**src/rtl/sag_pkg.sv**
```systemverilog
package sag_pkg;
  localparam int unsigned SAMPLE_W = 20;  // voltage sample width
  localparam int unsigned LVL_W    = 8;   // threshold / magnitude byte width
  localparam int unsigned CNT_W    = 8;   // half-cycle counter and cycle-count width
endpackage

```
**src/rtl/sag_mag_cmp.sv**
```systemverilog
module sag_mag_cmp #(
  parameter int unsigned SAMPLE_W = sag_pkg::SAMPLE_W,
  parameter int unsigned LVL_W    = sag_pkg::LVL_W
) (
  input  logic [SAMPLE_W-1:0] sample_i,
  input  logic                valid_i,
  input  logic [LVL_W-1:0]    level_i,
  output logic                above_o
);
  localparam int unsigned TOP = SAMPLE_W - 2;  // MSB of |x| after the 1-bit left shift
  localparam logic [SAMPLE_W-1:0] ONE = {{(SAMPLE_W-1){1'b0}}, 1'b1};

  logic [SAMPLE_W-1:0] mag;
  logic [LVL_W-1:0]    mag_byte;

  always_comb begin
    if (sample_i[SAMPLE_W-1]) mag = ~sample_i + ONE;
    else                      mag = sample_i;
  end

  // only the most negative code sets the magnitude MSB: saturate it
  assign mag_byte = mag[SAMPLE_W-1] ? {LVL_W{1'b1}} : mag[TOP -: LVL_W];
  assign above_o  = valid_i & (mag_byte >= level_i);
endmodule

```
**src/rtl/sag_hc_cnt.sv**
```systemverilog
module sag_hc_cnt #(
  parameter int unsigned CNT_W = sag_pkg::CNT_W
) (
  input  logic             clk_i,
  input  logic             rst_ni,
  input  logic             above_i,
  input  logic             boundary_i,
  output logic             credit_o,
  output logic [CNT_W-1:0] cnt_inc_o
);
  localparam logic [CNT_W-1:0] ONE = {{(CNT_W-1){1'b0}}, 1'b1};

  logic             dirty_q;
  logic [CNT_W-1:0] cnt_q;

  // closing half is clean if nothing high arrived in it, this cycle included
  assign credit_o  = boundary_i & ~dirty_q & ~above_i;
  assign cnt_inc_o = (cnt_q == {CNT_W{1'b1}}) ? cnt_q : cnt_q + ONE;

  always_ff @(posedge clk_i or negedge rst_ni) begin
    if (!rst_ni) begin
      dirty_q <= 1'b0;
      cnt_q   <= '0;
    end else begin
      if (boundary_i)   dirty_q <= 1'b0;
      else if (above_i) dirty_q <= 1'b1;
      if (above_i)       cnt_q <= '0;
      else if (credit_o) cnt_q <= cnt_inc_o;
    end
  end

  assert_cnt_step_R10: assert property (@(posedge clk_i) disable iff (!rst_ni)
    (cnt_q != $past(cnt_q)) |-> (cnt_q == '0 || cnt_q == $past(cnt_q) + ONE));
  assert_cnt_no_wrap_R10: assert property (@(posedge clk_i) disable iff (!rst_ni)
    ($past(cnt_q) == {CNT_W{1'b1}} && !$past(above_i)) |-> (cnt_q == {CNT_W{1'b1}}));
  assert_cnt_clear_R7: assert property (@(posedge clk_i) disable iff (!rst_ni)
    above_i |=> (cnt_q == '0));
endmodule

```
**src/rtl/sag_out_ctl.sv**
```systemverilog
module sag_out_ctl #(
  parameter int unsigned CNT_W = sag_pkg::CNT_W
) (
  input  logic             clk_i,
  input  logic             rst_ni,
  input  logic             credit_i,
  input  logic [CNT_W-1:0] cnt_inc_i,
  input  logic [CNT_W-1:0] cycles_i,
  input  logic             above_i,
  input  logic             disable_i,
  output logic             sag_n_o,
  output logic             event_o
);
  logic [CNT_W-1:0] n_eff;
  logic             hit;
  logic             sag_q;
  logic             event_q;

  assign n_eff = (cycles_i == '0) ? {{(CNT_W-1){1'b0}}, 1'b1} : cycles_i;
  assign hit   = credit_i & (cnt_inc_i >= n_eff);

  always_ff @(posedge clk_i or negedge rst_ni) begin
    if (!rst_ni) begin
      sag_q   <= 1'b0;
      event_q <= 1'b0;
    end else begin
      if (above_i)  sag_q <= 1'b0;
      else if (hit) sag_q <= 1'b1;
      event_q <= hit & ~sag_q;
    end
  end

  assign sag_n_o = ~(sag_q & ~disable_i);
  assign event_o = event_q;

  assert_event_pulse_R9: assert property (@(posedge clk_i) disable iff (!rst_ni)
    event_q |=> !event_q);
endmodule

```
**src/rtl/sag_detector.sv**
```systemverilog
module sag_detector #(
  parameter int unsigned SAMPLE_W = sag_pkg::SAMPLE_W,
  parameter int unsigned LVL_W    = sag_pkg::LVL_W,
  parameter int unsigned CNT_W    = sag_pkg::CNT_W
) (
  input  logic                clk_i,
  input  logic                rst_ni,
  input  logic                sample_valid_i,
  input  logic [SAMPLE_W-1:0] sample_i,
  input  logic                half_cycle_i,
  input  logic [LVL_W-1:0]    sag_level_i,
  input  logic [CNT_W-1:0]    sag_cycles_i,
  input  logic                sag_disable_i,
  output logic                sag_n_o,
  output logic                sag_event_o
);
  logic             above;
  logic             credit;
  logic [CNT_W-1:0] cnt_inc;

  sag_mag_cmp #(.SAMPLE_W(SAMPLE_W), .LVL_W(LVL_W)) u_cmp (
    .sample_i (sample_i),
    .valid_i  (sample_valid_i),
    .level_i  (sag_level_i),
    .above_o  (above)
  );

  sag_hc_cnt #(.CNT_W(CNT_W)) u_cnt (
    .clk_i      (clk_i),
    .rst_ni     (rst_ni),
    .above_i    (above),
    .boundary_i (half_cycle_i),
    .credit_o   (credit),
    .cnt_inc_o  (cnt_inc)
  );

  sag_out_ctl #(.CNT_W(CNT_W)) u_out (
    .clk_i     (clk_i),
    .rst_ni    (rst_ni),
    .credit_i  (credit),
    .cnt_inc_i (cnt_inc),
    .cycles_i  (sag_cycles_i),
    .above_i   (above),
    .disable_i (sag_disable_i),
    .sag_n_o   (sag_n_o),
    .event_o   (sag_event_o)
  );

  assert_release_R7: assert property (@(posedge clk_i) disable iff (!rst_ni)
    above |=> sag_n_o);
  assert_level_zero_R3: assert property (@(posedge clk_i) disable iff (!rst_ni)
    (sample_valid_i && sag_level_i == '0) |-> above);
  assert_disable_R8: assert property (@(posedge clk_i) disable iff (!rst_ni)
    sag_disable_i |-> sag_n_o);
  assert_event_drives_pin_R5: assert property (@(posedge clk_i) disable iff (!rst_ni)
    (sag_event_o && !sag_disable_i) |-> !sag_n_o);
endmodule

```
**config.mk**
```make
export PLATFORM = sky130hd
export DESIGN_NAME = sag_detector
export DESIGN_NICKNAME = d
export VERILOG_FILES = /design/src/rtl/sag_pkg.sv /design/src/rtl/sag_mag_cmp.sv /design/src/rtl/sag_hc_cnt.sv /design/src/rtl/sag_out_ctl.sv /design/src/rtl/sag_detector.sv
export SDC_FILE = /design/constraint.sdc
export NUM_CORES = 1
export LEC_CHECK = 0
export ABC_AREA = 0
export BUFFER_PORTS_ARGS = -buffer_cell sky130_fd_sc_hd__buf_2
export CORE_MARGIN = 8
export CORE_UTILIZATION = 40
export DETAILED_ROUTE_END_ITERATION = 16
export GPL_ROUTABILITY_DRIVEN = 0
export GPL_TIMING_DRIVEN = 0
export PLACE_DENSITY = 0.66
export SETUP_SLACK_MARGIN = 0.2
export SLEW_MARGIN = 25
export SYNTH_ARGS = -nofsm -noshare
export SYNTH_HDL_FRONTEND = slang
export SYNTH_SLANG_ARGS = --single-unit
```
**constraint.sdc**
```tcl
create_clock -name clk_i -period 3.9 [get_ports clk_i]
set_input_delay 0.78 -clock clk_i [delete_from_list [all_inputs] [get_ports clk_i]]
set_output_delay 0.78 -clock clk_i [all_outputs]
set_load 0.03 [all_outputs]
```
==> results.sh <==
export IMPL_status="finished, final reports clean"
export IMPL_syn_inst=156
export IMPL_syn_area_sq_um=1305
export IMPL_drtIter0Drc=35
export IMPL_r2r_cells=9
export IMPL_power_density_nw_per_um2=249.0
export IMPL_p_total_w=0.0003978
export IMPL_yosys_register_bits=11
export IMPL_routed_wl_um=3247
export IMPL_stdcell_area_sq_um=1598
export IMPL_clock_sinks=11
export IMPL_finalCritPeriodShare_pct=89.64
export IMPL_dp_cells=242
export IMPL_swShare_pct=36.18
export IMPL_endpoint_kind="flip-flop"
export IMPL_grt_max_degree=12
export IMPL_cp_arrival_ns=3.67
export IMPL_avgSynthCellArea_sq_um=8.365
export IMPL_syn_num_nets=214
export IMPL_crit_fanout=10
export IMPL_final_nets=261
export IMPL_path_cells="buf_2 -> nor4_4 -> nand4_2 -> or3_4 -> o31a_1 -> o21a_1 -> ha_1 -> and3_1 -> a221o_1 -> nand2_1 -> o21ai_0 -> clkbuf_2 -> a311oi_1"
export IMPL_hold_class="in2async"
export IMPL_syn_to_final_growth_pct=22.44
export IMPL_reg2reg_from="u_cnt.cnt_q[3]$_DFFE_PN0P_"
export IMPL_setup_viol=0
export IMPL_cts_buffer_depth=2
export IMPL_core_sq_um=3078
export IMPL_wl_met1_um=1354
export IMPL_r2r_slack_ns=1.01
export IMPL_hold_buffers=0
export IMPL_htreeDepth=1
export IMPL_drive_above_1_share_pct=28.71
export IMPL_wl_met3_um=130
export IMPL_async_flop_share_pct=100.0
export IMPL_numCtsBuffers=3
export IMPL_max_freq_mhz=286.0
export IMPL_die_height_um=73.12
export IMPL_dieArea_sq_um=5347
export IMPL_final_util_pct=51.91
export IMPL_r2r_end="u_out.sag_q$_DFFE_PN0P_"
export IMPL_p_int_w=0.0002539
export IMPL_cp_slowest_stage_delay_ns=0.39
export IMPL_antenna_found_initial=0
export IMPL_critPathBufInv=2
export IMPL_ys_types=44
export IMPL_power_leakage_nw=0.8221
export IMPL_wl_per_cell_um=13.20
export IMPL_synth_main_ff_cell="dfrtp_1"
export IMPL_start_kind="input port"
export IMPL_seqPwrFrac_pct=37.3
export IMPL_clk_latency_ns=0.27
export IMPL_grt_pass1_vias=1396
export IMPL_slew_headroom_pct=68.75
export IMPL_dp_hpwl_um=2761
export IMPL_port_buffers=42
export IMPL_tightest_slew_ns=0.4645
export IMPL_finalSetupTns_ns=0
export IMPL_wl_met2_um=1738
export IMPL_period_needed_ns=3.496
export IMPL_hold_viol=0
export IMPL_ios=43
export IMPL_path_class="in2reg"
export IMPL_cts_tree="done"
export IMPL_first_pass_iters=4
export IMPL_seq_area_frac_synth_pct=21.09
export IMPL_route_detailed_drc=0
export IMPL_die_w_um=73.12
export IMPL_initial_core_util_pct=42.40
export IMPL_clk_pin_slew_ns=0.07
export IMPL_grt_first_pass_wirelength_um=5513
export IMPL_vias_per_cell=5.447
export IMPL_rsz0062_at_grt="no"
export IMPL_overflow=0
export IMPL_maxCapViolCount=0
export IMPL_power_frac_comb_pct=43.0
export IMPL_startpoint="sample_i[8]"
export IMPL_placed_cell_area_sq_um=1570
export IMPL_highest_layer="met4"
export IMPL_fin_skew_ns=0.001828
export IMPL_vdd_drop_max_mv=0.09699
export IMPL_vias=1340
export IMPL_synth_edf_count=0
export IMPL_required_ns=4.07
export IMPL_finalMaxSlewViolations=0
export IMPL_slowest_stage="or3_4"
export IMPL_switching_power_w=0.0001439
export IMPL_cp_top_family="simple AND/OR/NAND/NOR gates"
export IMPL_post_cts_buffers=0
export IMPL_cts_resized=0
export IMPL_grt_usage_pct=12.43
export IMPL_rows=20
export IMPL_synth_yosys_warnings=0
export IMPL_fin_cells=246
export IMPL_ant_nets=0
export IMPL_clock_tree_root_cell="clkbuf_4"
export IMPL_pwr_share_clk_pct=19.7
export IMPL_diodes=0
cells in the mapped netlist (4+ instances only):
master / count / area share (%)
nand2b_1: 4 / 1.9
o21ai_0: 5 / 1.9
dfrtp_1: 11 / 21
nand2_1: 8 / 2.3
nand4_1: 4 / 1.9
a21oi_1: 9 / 3.5
and3_1: 6 / 2.9
clkbuf_1: 4 / 1.2
inv_1: 15 / 4.3
a31oi_1: 4 / 1.9
nand3_1: 7 / 2.7
nor2_1: 10 / 2.9
ha_1: 17 / 16
per-layer routing:
metal | track usage, % | vias up
li1 | - | 681
met1 | 12.96 | 623
met2 | 23.83 | 31
met3 | 3.571 | 5
met4 | 2.222 | 0
met5 | 0 | -
power groups by stage:
stage                     logic [W]  clock network, W  registers (W)
after floorplan            0.000115                 0       0.000146
after detailed placement   0.000170                 0       0.000151
after global placement     0.000164                 0       0.000149
final                      0.000171         0.0000783       0.000148
after global routing       0.000195         0.0000887       0.000152
after CTS                  0.000172         0.0000813       0.000149
worst max-delay path by stage:
| stage | endpoint | slack (ns) | depth (start not counted) |
|---|---|---|---|
| after detailed placement | u_cnt.cnt_q[2]$_DFFE_PN0P_ | 0.05 | 13 |
| after global placement | u_cnt.cnt_q[2]$_DFFE_PN0P_ | 0.08 | 13 |
| after global routing | u_cnt.cnt_q[2]$_DFFE_PN0P_ | 0.21 | 13 |
| after CTS | u_cnt.cnt_q[2]$_DFFE_PN0P_ | 0.33 | 13 |
| after floorplan | u_cnt.cnt_q[2]$_DFFE_PN0P_ | 0.50 | 12 |
| final | u_cnt.cnt_q[2]$_DFFE_PN0P_ | 0.40 | 13 |
final cells by class:
class	instances	area [sq um]
multi-input combinational	125	953.4
buffer	5	21.27
sequential	11	275.3
fill	306	1480
inverter	15	56.30
tap	44	55.05
clock buffer	4	26.28
timing repair buffer	42	210.2
through the flow:
stage                     setup slack [ns]  hold WS (ns)
after floorplan                     0.5045        0.4369
after global placement             0.07882        0.4480
after detailed placement           0.04725        0.4646
after CTS                           0.3307        0.3675
after global routing                0.2088        0.3622
final                               0.4039        0.3621
state kept, by name (all words and copies together) (netlist names):
register / flops
u_cnt.cnt_q: 8
u_cnt.dirty_q: 1
u_out.event_o: 1
u_out.sag_q: 1
cell usage in the layout, fill, tap and decap left out, types with 4 or more instances in the layout:
cell / instances
buf_2: 43
ha_1: 17
inv_1: 15
dfrtp_1: 11
nor2_1: 10
a21oi_1: 9
nand2_1: 8
nand3_1: 7
and3_1: 6
o21ai_0: 5
clkbuf_1: 4
a31oi_1: 4
nand4_1: 4
nand2b_1: 4
logic make-up (layout without fill, tap and decap cells):
logic type / count (synthesis) / after routing / share of synthesized area (%)
compound gates: 42 / 42 / 22.34
xor+xnor: 6 / 6 / 4.028
fa+ha+maj: 17 / 17 / 16.30
buf+inv: 20 / 66 / 5.848
flops: 11 / 11 / 21.09
mux: 6 / 6 / 4.890
simple gates: 54 / 54 / 25.50
No activity file was read; power rests on OpenSTA's default activity.
